**src/rtl/pic_pkg.sv**
```systemverilog
package pic_pkg;
  localparam int NUM_LEVELS = 16;
  localparam int LVL_W = $clog2(NUM_LEVELS);

  typedef enum logic [2:0] {
    OP_SET_REQ = 3'd0,
    OP_CLR_REQ = 3'd1,
    OP_SET_EN  = 3'd2,
    OP_CLR_EN  = 3'd3,
    OP_SET_ACT = 3'd4,
    OP_CLR_ACT = 3'd5,
    OP_RETURN  = 3'd6,
    OP_NONE    = 3'd7
  } picOp_e;

  typedef logic [NUM_LEVELS-1:0] lvlVec_t;

  // control -> datapath strobes, one bit per level
  typedef struct packed {
    lvlVec_t grant;
    lvlVec_t reqSet;
    lvlVec_t reqClr;
    lvlVec_t hwSet;
    lvlVec_t enSet;
    lvlVec_t enClr;
    lvlVec_t actSet;
    lvlVec_t actClr;
  } picStrobe_t;
endpackage

```
**src/rtl/pic_ctrl.sv**
```systemverilog
module pic_ctrl
  import pic_pkg::*;
#(
  parameter int TRAP_LEVEL = 4
) (
  input  lvlVec_t          reqQ,
  input  lvlVec_t          enQ,
  input  lvlVec_t          actQ,
  input  lvlVec_t          hwReq,
  input  logic             trapReq,
  input  logic             cmdValid,
  input  logic [2:0]       cmdOp,
  input  lvlVec_t          cmdMask,
  input  logic             intAck,
  output logic             irqValid,
  output logic [LVL_W-1:0] irqLevel,
  output picStrobe_t       strobe
);
  logic             found;
  logic             blocked;
  logic [LVL_W-1:0] pick;
  lvlVec_t          topAct;
  logic             seenAct;
  picOp_e           op;

  assign op = picOp_e'(cmdOp);

  // scan from the most urgent level; an active level stops the scan
  always_comb begin
    found   = 1'b0;
    blocked = 1'b0;
    pick    = '0;
    for (int i = 0; i < NUM_LEVELS; i++) begin
      if (!found && !blocked) begin
        if (actQ[i]) begin
          blocked = 1'b1;
        end else if (reqQ[i] && enQ[i]) begin
          found = 1'b1;
          pick  = LVL_W'(i);
        end
      end
    end
  end

  // most urgent in-service level, retired by the return command
  always_comb begin
    topAct  = '0;
    seenAct = 1'b0;
    for (int i = 0; i < NUM_LEVELS; i++) begin
      if (!seenAct && actQ[i]) begin
        topAct[i] = 1'b1;
        seenAct   = 1'b1;
      end
    end
  end

  assign irqValid = found;
  assign irqLevel = pick;

  always_comb begin
    strobe = '0;
    if (found && intAck) strobe.grant[pick] = 1'b1;
    if (cmdValid) begin
      case (op)
        OP_SET_REQ: strobe.reqSet = cmdMask;
        OP_CLR_REQ: strobe.reqClr = cmdMask;
        OP_SET_EN:  strobe.enSet  = cmdMask;
        OP_CLR_EN:  strobe.enClr  = cmdMask;
        OP_SET_ACT: strobe.actSet = cmdMask;
        OP_CLR_ACT: strobe.actClr = cmdMask;
        OP_RETURN:  strobe.actClr = topAct;
        default:    ;
      endcase
    end
    strobe.hwSet = hwReq;
    if (trapReq) strobe.hwSet[TRAP_LEVEL] = 1'b1;
  end
endmodule

```
**src/rtl/pic_dpath.sv**
```systemverilog
module pic_dpath
  import pic_pkg::*;
#(
  parameter int          ADDR_W     = 16,
  parameter int          SUB_W      = 6,
  parameter int          PARTY_A    = 10,
  parameter int          PARTY_B    = 11,
  parameter logic [15:0] VEC_BASE   = 16'h0040,
  parameter logic [15:0] SUB_BASE_A = 16'h0100,
  parameter logic [15:0] SUB_BASE_B = 16'h0180
) (
  input  logic              clk,
  input  logic              rstN,
  input  picStrobe_t        strobe,
  input  logic [LVL_W-1:0]  irqLevel,
  input  logic [SUB_W-1:0]  subCodeA,
  input  logic [SUB_W-1:0]  subCodeB,
  output lvlVec_t           reqQ,
  output lvlVec_t           enQ,
  output lvlVec_t           actQ,
  output logic [ADDR_W-1:0] vecPairAddr
);
  lvlVec_t reqNext;
  lvlVec_t enNext;
  lvlVec_t actNext;

  // per-level update order: acknowledge, then command, then hardware set
  for (genvar g = 0; g < NUM_LEVELS; g++) begin : g_level
    assign reqNext[g] = ((reqQ[g] & ~strobe.grant[g] & ~strobe.reqClr[g])
                         | strobe.reqSet[g]) | strobe.hwSet[g];
    assign enNext[g]  = (enQ[g] & ~strobe.enClr[g]) | strobe.enSet[g];
    assign actNext[g] = ((actQ[g] | strobe.grant[g]) & ~strobe.actClr[g])
                        | strobe.actSet[g];
  end

  always_ff @(posedge clk or negedge rstN) begin
    if (!rstN) begin
      reqQ <= '0;
      enQ  <= '0;
      actQ <= '0;
    end else begin
      reqQ <= reqNext;
      enQ  <= enNext;
      actQ <= actNext;
    end
  end

  always_comb begin
    if (irqLevel == LVL_W'(PARTY_A))
      vecPairAddr = ADDR_W'(SUB_BASE_A) + (ADDR_W'(subCodeA) << 1);
    else if (irqLevel == LVL_W'(PARTY_B))
      vecPairAddr = ADDR_W'(SUB_BASE_B) + (ADDR_W'(subCodeB) << 1);
    else
      vecPairAddr = ADDR_W'(VEC_BASE) + (ADDR_W'(irqLevel) << 1);
  end
endmodule

```
**src/rtl/pic_top.sv**
```systemverilog
module pic_top
  import pic_pkg::*;
#(
  parameter int          ADDR_W     = 16,
  parameter int          SUB_W      = 6,
  parameter int          TRAP_LEVEL = 4,
  parameter int          PARTY_A    = 10,
  parameter int          PARTY_B    = 11,
  parameter logic [15:0] VEC_BASE   = 16'h0040,
  parameter logic [15:0] SUB_BASE_A = 16'h0100,
  parameter logic [15:0] SUB_BASE_B = 16'h0180
) (
  input  logic                  clk,
  input  logic                  rstN,
  input  logic [NUM_LEVELS-1:0] hwReq,
  input  logic                  trapReq,
  input  logic [SUB_W-1:0]      subCodeA,
  input  logic [SUB_W-1:0]      subCodeB,
  input  logic                  cmdValid,
  input  logic [2:0]            cmdOp,
  input  logic [NUM_LEVELS-1:0] cmdMask,
  input  logic                  intAck,
  output logic                  irqValid,
  output logic [LVL_W-1:0]      irqLevel,
  output logic [ADDR_W-1:0]     vecPairAddr,
  output logic [NUM_LEVELS-1:0] reqState,
  output logic [NUM_LEVELS-1:0] enState,
  output logic [NUM_LEVELS-1:0] actState
);
  picStrobe_t strobe;
  lvlVec_t    reqQ;
  lvlVec_t    enQ;
  lvlVec_t    actQ;

  pic_ctrl #(.TRAP_LEVEL(TRAP_LEVEL)) u_ctrl (
    .reqQ(reqQ), .enQ(enQ), .actQ(actQ), .hwReq(hwReq), .trapReq(trapReq),
    .cmdValid(cmdValid), .cmdOp(cmdOp), .cmdMask(cmdMask), .intAck(intAck),
    .irqValid(irqValid), .irqLevel(irqLevel), .strobe(strobe)
  );

  pic_dpath #(
    .ADDR_W(ADDR_W), .SUB_W(SUB_W), .PARTY_A(PARTY_A), .PARTY_B(PARTY_B),
    .VEC_BASE(VEC_BASE), .SUB_BASE_A(SUB_BASE_A), .SUB_BASE_B(SUB_BASE_B)
  ) u_dpath (
    .clk(clk), .rstN(rstN), .strobe(strobe), .irqLevel(irqLevel),
    .subCodeA(subCodeA), .subCodeB(subCodeB),
    .reqQ(reqQ), .enQ(enQ), .actQ(actQ), .vecPairAddr(vecPairAddr)
  );

  assign reqState = reqQ;
  assign enState  = enQ;
  assign actState = actQ;
endmodule

```
**config.mk**
```make
export PLATFORM = sky130hd
export DESIGN_NAME = pic_top
export DESIGN_NICKNAME = d
export VERILOG_FILES = /design/src/rtl/pic_pkg.sv /design/src/rtl/pic_ctrl.sv /design/src/rtl/pic_dpath.sv /design/src/rtl/pic_top.sv
export SDC_FILE = /design/constraint.sdc
export NUM_CORES = 1
export LEC_CHECK = 0
export BUFFER_PORTS_ARGS = -buffer_cell sky130_fd_sc_hd__buf_4
export CAP_MARGIN = 20
export CORE_MARGIN = 5
export CORE_UTILIZATION = 45
export CTS_BUF_LIST = sky130_fd_sc_hd__clkbuf_16
export DETAILED_ROUTE_END_ITERATION = 8
export HOLD_SLACK_MARGIN = 0.08
export PLACE_DENSITY_LB_ADDON = 0.12
export SLEW_MARGIN = 20
export SYNTH_ARGS = -nofsm -noshare
export SYNTH_HDL_FRONTEND = slang
export SYNTH_SLANG_ARGS = --single-unit
```
**constraint.sdc**
```tcl
create_clock -name clk -period 3.32 [get_ports clk]
set_clock_uncertainty 0.1 [all_clocks]
set_input_delay 0.166 -clock clk [delete_from_list [all_inputs] [get_ports clk]]
set_output_delay 0.166 -clock clk [all_outputs]
set_load 0.005 [all_outputs]
```
# Word-level counts from Yosys, hierarchy flattened
# Cells that the tools add are included.
# totals
ff_bits,48
inputBits,52
out_inout_bits,69
# op_classes
add_sub_neg,3
n_lt_le_gt_ge,2
eq_ne,8
muxes,164
n_bitwise,208
n_reduce_logical,93
# op_table
cell,count
2-to-1 mux 4 bit,44
2-to-1 mux 16 bit,8
2-to-1 mux 1 bit,108
OR 1 bit,80
bitwise AND 1 bit,64
2-to-1 mux 64 bit,1
inverter 1 bit,64
logical AND 1 bit,48
zero test 1 bit,44
2-to-1 mux 32 bit,1
case mux 16 bit (2 select lines),1
"adder 9 x 7 -> 10 bit, first input constant",2
"== test 3 bit, second input constant",3
"adder 7 x 5 -> 8 bit, first input constant",1
"== test 4 bit, second input constant",2
"== test 3 x 2 -> 1 bit, second input constant",2
"less-than comparator 4 x 5 -> 1 bit, second input constant",1
demux 1 bit (select 4 bit),1
">= comparator 4 x 1 -> 1 bit, second input constant",1
"== test 3 x 1 -> 1 bit, second input constant",1
zero test 3 bit,1

# Logic depth before layout (Yosys ltp)
# depth
ltp_word,58
mapped_depth,11
mapped_depth_nobuf,9

# Modules after synthesis
# Synthesis repeated with hierarchy kept, for this count alone.
# unflattened
hier_cells,475
area_unflattened_um2,3564.7
# modules_own_cells
module,instances,cells_per_inst,area_per_inst_um2,seq_area_each_um2
pic_dpath,1,173,2005.7,1201.2
pic_ctrl,1,302,1559.0,0.0

# Least setup slack after synthesis
# OpenSTA, ideal clock, no wires.
# synth_path
kind,flip-flop to flip-flop
from,register u_dpath.actQ[5]
to,register u_dpath.reqQ[14]
arrival_ps,2453
setup_slack_ps,643
path_stages_with_launch,9
n_path_buf,1
synth_period_minus_slack_ps,2677
cell_sequence,dfrtp_1 > or3_1 > buf_6 > o221a_2 > a2111oi_2 > a31o_4 > a21oi_2 > or3_1 > a211o_1
# synth_between
elab_chain_len,42
word_cells_on_any_way,126
cone_classes,order compare (2); mux (87); bitwise (5); reduce/logical (32)
# synth_lines
item,line,text
start: declaration,pic_dpath.sv:20,"output lvlVec_t actQ,"
start signal: assignment,pic_dpath.sv:44,actQ <= actNext;
2-to-1 mux 4 bit or 2-to-1 mux 1 bit (tied branches),pic_ctrl.sv:35,if (actQ[i]) begin
2-to-1 mux 4 bit or 2-to-1 mux 1 bit (tied branches),pic_ctrl.sv:34,if (!found && !blocked) begin
2-to-1 mux 4 bit (tied with other cells),pic_ctrl.sv:37,end else if (reqQ[i] && enQ[i]) begin
2-to-1 mux 4 bit (tied with other cells),pic_ctrl.sv:35,
2-to-1 mux 4 bit or 2-to-1 mux 1 bit (tied branches),pic_ctrl.sv:34,
2-to-1 mux 4 bit (tied with other cells),pic_ctrl.sv:37,
2-to-1 mux 4 bit (tied with other cells),pic_ctrl.sv:35,
2-to-1 mux 4 bit or 2-to-1 mux 1 bit (tied branches),pic_ctrl.sv:34,
[... 25 more ...],--,
logical AND 1 bit (not written as such),pic_ctrl.sv:62,if (found && intAck) strobe.grant[pick] = 1'b1;
2-to-1 mux 1 bit (not written as such),pic_ctrl.sv:62,
demux 1 bit (select 4 bit),--,
2-to-1 mux 16 bit (*),pic_ctrl.sv:62,
inverter 1 bit (*),pic_dpath.sv:29,assign reqNext[g] = ((reqQ[g] & ~strobe.grant[g] & ~strobe.reqClr[g])
bitwise AND 1 bit (*) (2 in a row),pic_dpath.sv:29,
OR 1 bit (*) (2 in a row),pic_dpath.sv:30,| strobe.reqSet[g]) | strobe.hwSet[g];
via u_dpath.reqNext[14],pic_dpath.sv:23,lvlVec_t reqNext;
end signal: assignment,pic_dpath.sv:42,reqQ <= reqNext;
end: declaration,pic_dpath.sv:18,"output lvlVec_t reqQ,"
# The timed path passes the listed nets; every way through them passes the cells marked *.

# Final worst setup path
# layout_path
from,register u_dpath.actQ[6]
to,output vecPairAddr[2]
# layout_between
elab_chain_len,32
word_cells_on_any_way,105
cone_classes,add/sub (1); eq/ne (2); mux (75); reduce/logical (27)
# layout_lines
item,line,text
2-to-1 mux 4 bit or 2-to-1 mux 1 bit (tied branches),pic_ctrl.sv:35,
2-to-1 mux 4 bit or 2-to-1 mux 1 bit (tied branches),pic_ctrl.sv:34,
2-to-1 mux 4 bit (tied with other cells),pic_ctrl.sv:37,
2-to-1 mux 4 bit (tied with other cells),pic_ctrl.sv:35,
2-to-1 mux 4 bit or 2-to-1 mux 1 bit (tied branches),pic_ctrl.sv:34,
2-to-1 mux 4 bit (tied with other cells),pic_ctrl.sv:37,
2-to-1 mux 4 bit (tied with other cells),pic_ctrl.sv:35,
2-to-1 mux 4 bit or 2-to-1 mux 1 bit (tied branches),pic_ctrl.sv:34,
[... 16 more ...],--,
2-to-1 mux 4 bit (tied with other cells),pic_ctrl.sv:35,
2-to-1 mux 4 bit or 2-to-1 mux 1 bit (tied branches),pic_ctrl.sv:34,
2-to-1 mux 4 bit or zero test 1 bit (tied branches),"pic_ctrl.sv:37, pic_ctrl.sv:34",
2-to-1 mux 4 bit or logical AND 1 bit (tied branches),"pic_ctrl.sv:35, pic_ctrl.sv:34",
2-to-1 mux 4 bit (*),pic_ctrl.sv:34,
adder 7 x 5 -> 8 bit or == test 4 bit (tied branches),"pic_dpath.sv:54, pic_dpath.sv:51",
2-to-1 mux 16 bit,pic_dpath.sv:51,else if (irqLevel == LVL_W'(PARTY_B))
2-to-1 mux 16 bit (*),pic_dpath.sv:49,if (irqLevel == LVL_W'(PARTY_A))
end: declaration,pic_top.sv:25,"output logic [ADDR_W-1:0] vecPairAddr,"
# Mark *: on every way between the ends. The rest lies on a longest branch, timed or not.

==> results.txt <==
Outcome: complete, no violations
Detail-routed net length per standard cell: 21.5 um
Relative slew margins: 0.555
Final hold violations: 0
Clock transition at the register clock pins on the worst setup and hold paths after CTS: 70 ps
Max-Cap Viols: 0
Port buffer count: 112
Register-to-register setup slack: 200 ps
Global-route wire length before repair: 23.2 mm
Detailed Place HPWL: 11.4 mm
Placed cell count: 662
Via count of the first global-routing pass: 4,310
Sort of element at the end of the critical path: output port
VDD IR-drop max: 303 uV
Number of synthesized flops with an enable pin: 0
Share of the synthesized area in the top cell type: 0.325
Clock tree from TritonCTS: built
Endpoint, Worst Hold: u_dpath.reqQ[10]
Post-Route WL: 15.0 mm
Cell types with the highest counts after synthesis: sky130_fd_sc_hd__o21ai_0, sky130_fd_sc_hd__dfrtp_1, sky130_fd_sc_hd__nand2_1
Ys async rst share: 1.00
Residual DRC count: 0
Die Width: 101 um
Final non-filler cell total: 697
Starting density of the core: 0.455
Mux contribution to synthesized area: 0.00304
Number of library cell types mapped by synthesis: 85
Fraction of synthesized cell area in xor and xnor cells: 0
Hold slack: 85.0 ps
TNS Setup: 0 ps
Number of max-slew violations in the final report: 0
Skew-Pair Late Insertion Delay: 290 ps
Placement row count: 33
Number of cells traversed by the worst hold path: 4
Fillers: 735
Slew of the pin with the lowest slew margin: 666 ps
Die outline area: 10,100 sq um
Total Routing Usage GR: 0.292
Placement Setup Slack: -30.2 ps
Gp weighted congestion: 0.988
Maximum count of clock buffers along a single path: 2
Worst Path Max Fanout: 12
Areal power density over the cells: 653 nW/um^2
Worst path cell trace: or3_4 -> o221ai_4 -> o31ai_2 -> a2111o_1 -> or4_1 -> nand3_2 -> a21oi_1 -> o21ai_0 -> buf_4
Number of setup violations in the final report: 0
Length of the first detailed-routing pass in iterations: 5
Pin count of the biggest net entering global routing: 49
Worst path max stage delay: 490 ps
Cell type contributing the most total cell area after synthesis: sky130_fd_sc_hd__dfrtp_1
Count of yosys warnings during synthesis: 0
Maximum clock frequency: 311 MHz
Area share of fa/ha/maj cells after synthesis: 0
Top-count cell post-synth: sky130_fd_sc_hd__o21ai_0
Final Net Count: 643
Ranking of synthesized cells by area: sky130_fd_sc_hd__dfrtp_1, sky130_fd_sc_hd__o21ai_0, sky130_fd_sc_hd__o31ai_1, sky130_fd_sc_hd__nand2_1, sky130_fd_sc_hd__a31oi_1
Path depth of the worst reg2reg path: 9
Post-Syn Instances: 441
Critical path data required time: 3050 ps
Global route total overflow: 0
Number of top-level pins: 121
Simple-gate area share of the yosys netlist: 0.222
Register bit count reported by yosys: 48
Reg-to-reg critical path endpoint: u_dpath.reqQ[1]
CP Data Arrival Time: 2950 ps
Startpoint type of the worst setup path: flip-flop
Floorplan core area: 8130 sq um
Type of the tightest min-delay check: input port to flip-flop
Initial DRC count: 443
Post-synthesis to final-layout area growth: 41.5%
# H-tree levels: 2
Die Ht: 101 um
Beginning of the worst hold path: hwReq[10]
Sequential cell area: 1200 sq um
Share of the yosys chip area belonging to registers: 0.325
Initial antenna violation count: 0
Share of final-layout standard cells stronger than drive strength 1: 0.331
Unrepaired setup endpoints after global routing: no
Summed instance area of the synthesized netlist: 3700 sq um
Avg Inst Size Synth: 8.39 sq um
Top_reg_cell synth: sky130_fd_sc_hd__dfrtp_1
DR vias: 4,344
Clk sink count: 48
Clock root buffer: sky130_fd_sc_hd__clkbuf_16
Worst reg2reg path startpoint: u_dpath.actQ[6]
Crit path time final: 3220 ps
Count of antenna-violating nets left after detailed routing: 0
Area used by multi-input combinational logic: 2420 sq um
Final worst setup slack: 104 ps
Synthesized-area fraction occupied by ao, oa, aoi and oai cells: 0.401
Setup CP Type: flip-flop to output port
Leakage power summed over all cells: 0.00221 uW
Main combinational cell family by area after synthesis: compound AO/OA/AOI/OAI gates
Count of antenna diodes in the layout: 0
Core occupancy in the finished layout: 0.644
Period Utilization, post-route: 0.969
TritonCTS Buffers: 5
Vias/cell: 6.23
Slowest stage cell on the critical path: sky130_fd_sc_hd__dfrtp_2
==> cell families (layout without fill, tap and decap cells) <==
family | count (synthesis) | after routing
AOI/OAI and AO/OA | 206 | 206
buffers and inverters | 36 | 180
DFF | 48 | 48
muxes | 1 | 1
other | 1 | 8
and+or+nand+nor | 149 | 149
==> stage by stage <==
step / power (uW) / cell area [sq um]
finish: 3420 / 5240
global route: 3630 / 5240
CTS: 3340 / 5190
detailed placement: 2760 / 4760
global placement: 2740 / 4760
floorplan: 1960 / 3730
==> cell usage in the layout, fill, tap and decap left out, types with 5 or more instances in the layout <==
master / count
sky130_fd_sc_hd__nor4_1: 5
sky130_fd_sc_hd__a31o_2: 6
sky130_fd_sc_hd__o221ai_1: 5
sky130_fd_sc_hd__dfrtp_1: 47
sky130_fd_sc_hd__clkbuf_16: 5
sky130_fd_sc_hd__or3_1: 5
sky130_fd_sc_hd__buf_4: 142
sky130_fd_sc_hd__nand2_1: 45
sky130_fd_sc_hd__dlygate4sd3_1: 25
sky130_fd_sc_hd__a21oi_1: 13
sky130_fd_sc_hd__a211oi_1: 5
sky130_fd_sc_hd__nand3b_1: 6
sky130_fd_sc_hd__a31oi_1: 18
sky130_fd_sc_hd__nor3_1: 8
sky130_fd_sc_hd__nor2_1: 26
sky130_fd_sc_hd__o22ai_1: 10
sky130_fd_sc_hd__o31ai_1: 22
sky130_fd_sc_hd__conb_1: 8
sky130_fd_sc_hd__o21a_1: 7
sky130_fd_sc_hd__a21o_1: 5
sky130_fd_sc_hd__nand3_1: 11
sky130_fd_sc_hd__o21ai_0: 56
==> report_power, final <==
part | switching [uW] | internal [uW] | total [uW]
combinational | 1080 | 900 | 1980
sequential | 205 | 712 | 917
clock | 240 | 283 | 523
total | 1520 | 1890 | 3420
==> state kept, by name (all words and copies together), names as in the netlist <==
signal        cells
u_dpath.enQ      16
u_dpath.reqQ     16
u_dpath.actQ     16
==> critical path, delay by kind of cell, from the launching register on <==
family,cells,cell delay [ps]
buffers and inverters,1,130
AO/OA/AOI/OAI,5,1000
flip-flops,1,490
AND/OR/NAND/NOR,3,1040
==> worst max-delay path by stage <==
stage / end / start / cells past startpoint
floorplan: u_dpath.reqQ[14] / u_dpath.actQ[5] / 8
global placement: u_dpath.reqQ[14] / u_dpath.actQ[0] / 8
detailed placement: u_dpath.reqQ[14] / u_dpath.actQ[0] / 8
CTS: vecPairAddr[2] / u_dpath.actQ[9] / 9
global route: vecPairAddr[2] / u_dpath.actQ[6] / 9
finish: vecPairAddr[2] / u_dpath.actQ[6] / 9
==> per-layer routing <==
layer  up-vias  track usage  wire length, um
li1       2024            -                -
met1      2074        0.427             6570
met4         0       0.0736              226
met5         -            0                0
met3        23       0.0422             1290
met2       223        0.453             6900
==> layout make-up <==
cell class	instances	area share
Multi-Input combinational cell	364	0.461
Timing Repair Buffer	168	0.253
Sequential cell	48	0.230
Tap cell	105	0.0251
Clock buffer	5	0.0239
Clock inverter	3	0.00406
Inverter	4	0.00287
==> repair_timing <==
action,CTS,global route
pin swaps,1,1
resized for setup,5,11
buffers inserted,1,1
hold endpoints to repair,61,0
endpoints found under the setup margin,6,4
hold buffers,25,0
(Power assumes the default switching activity.)
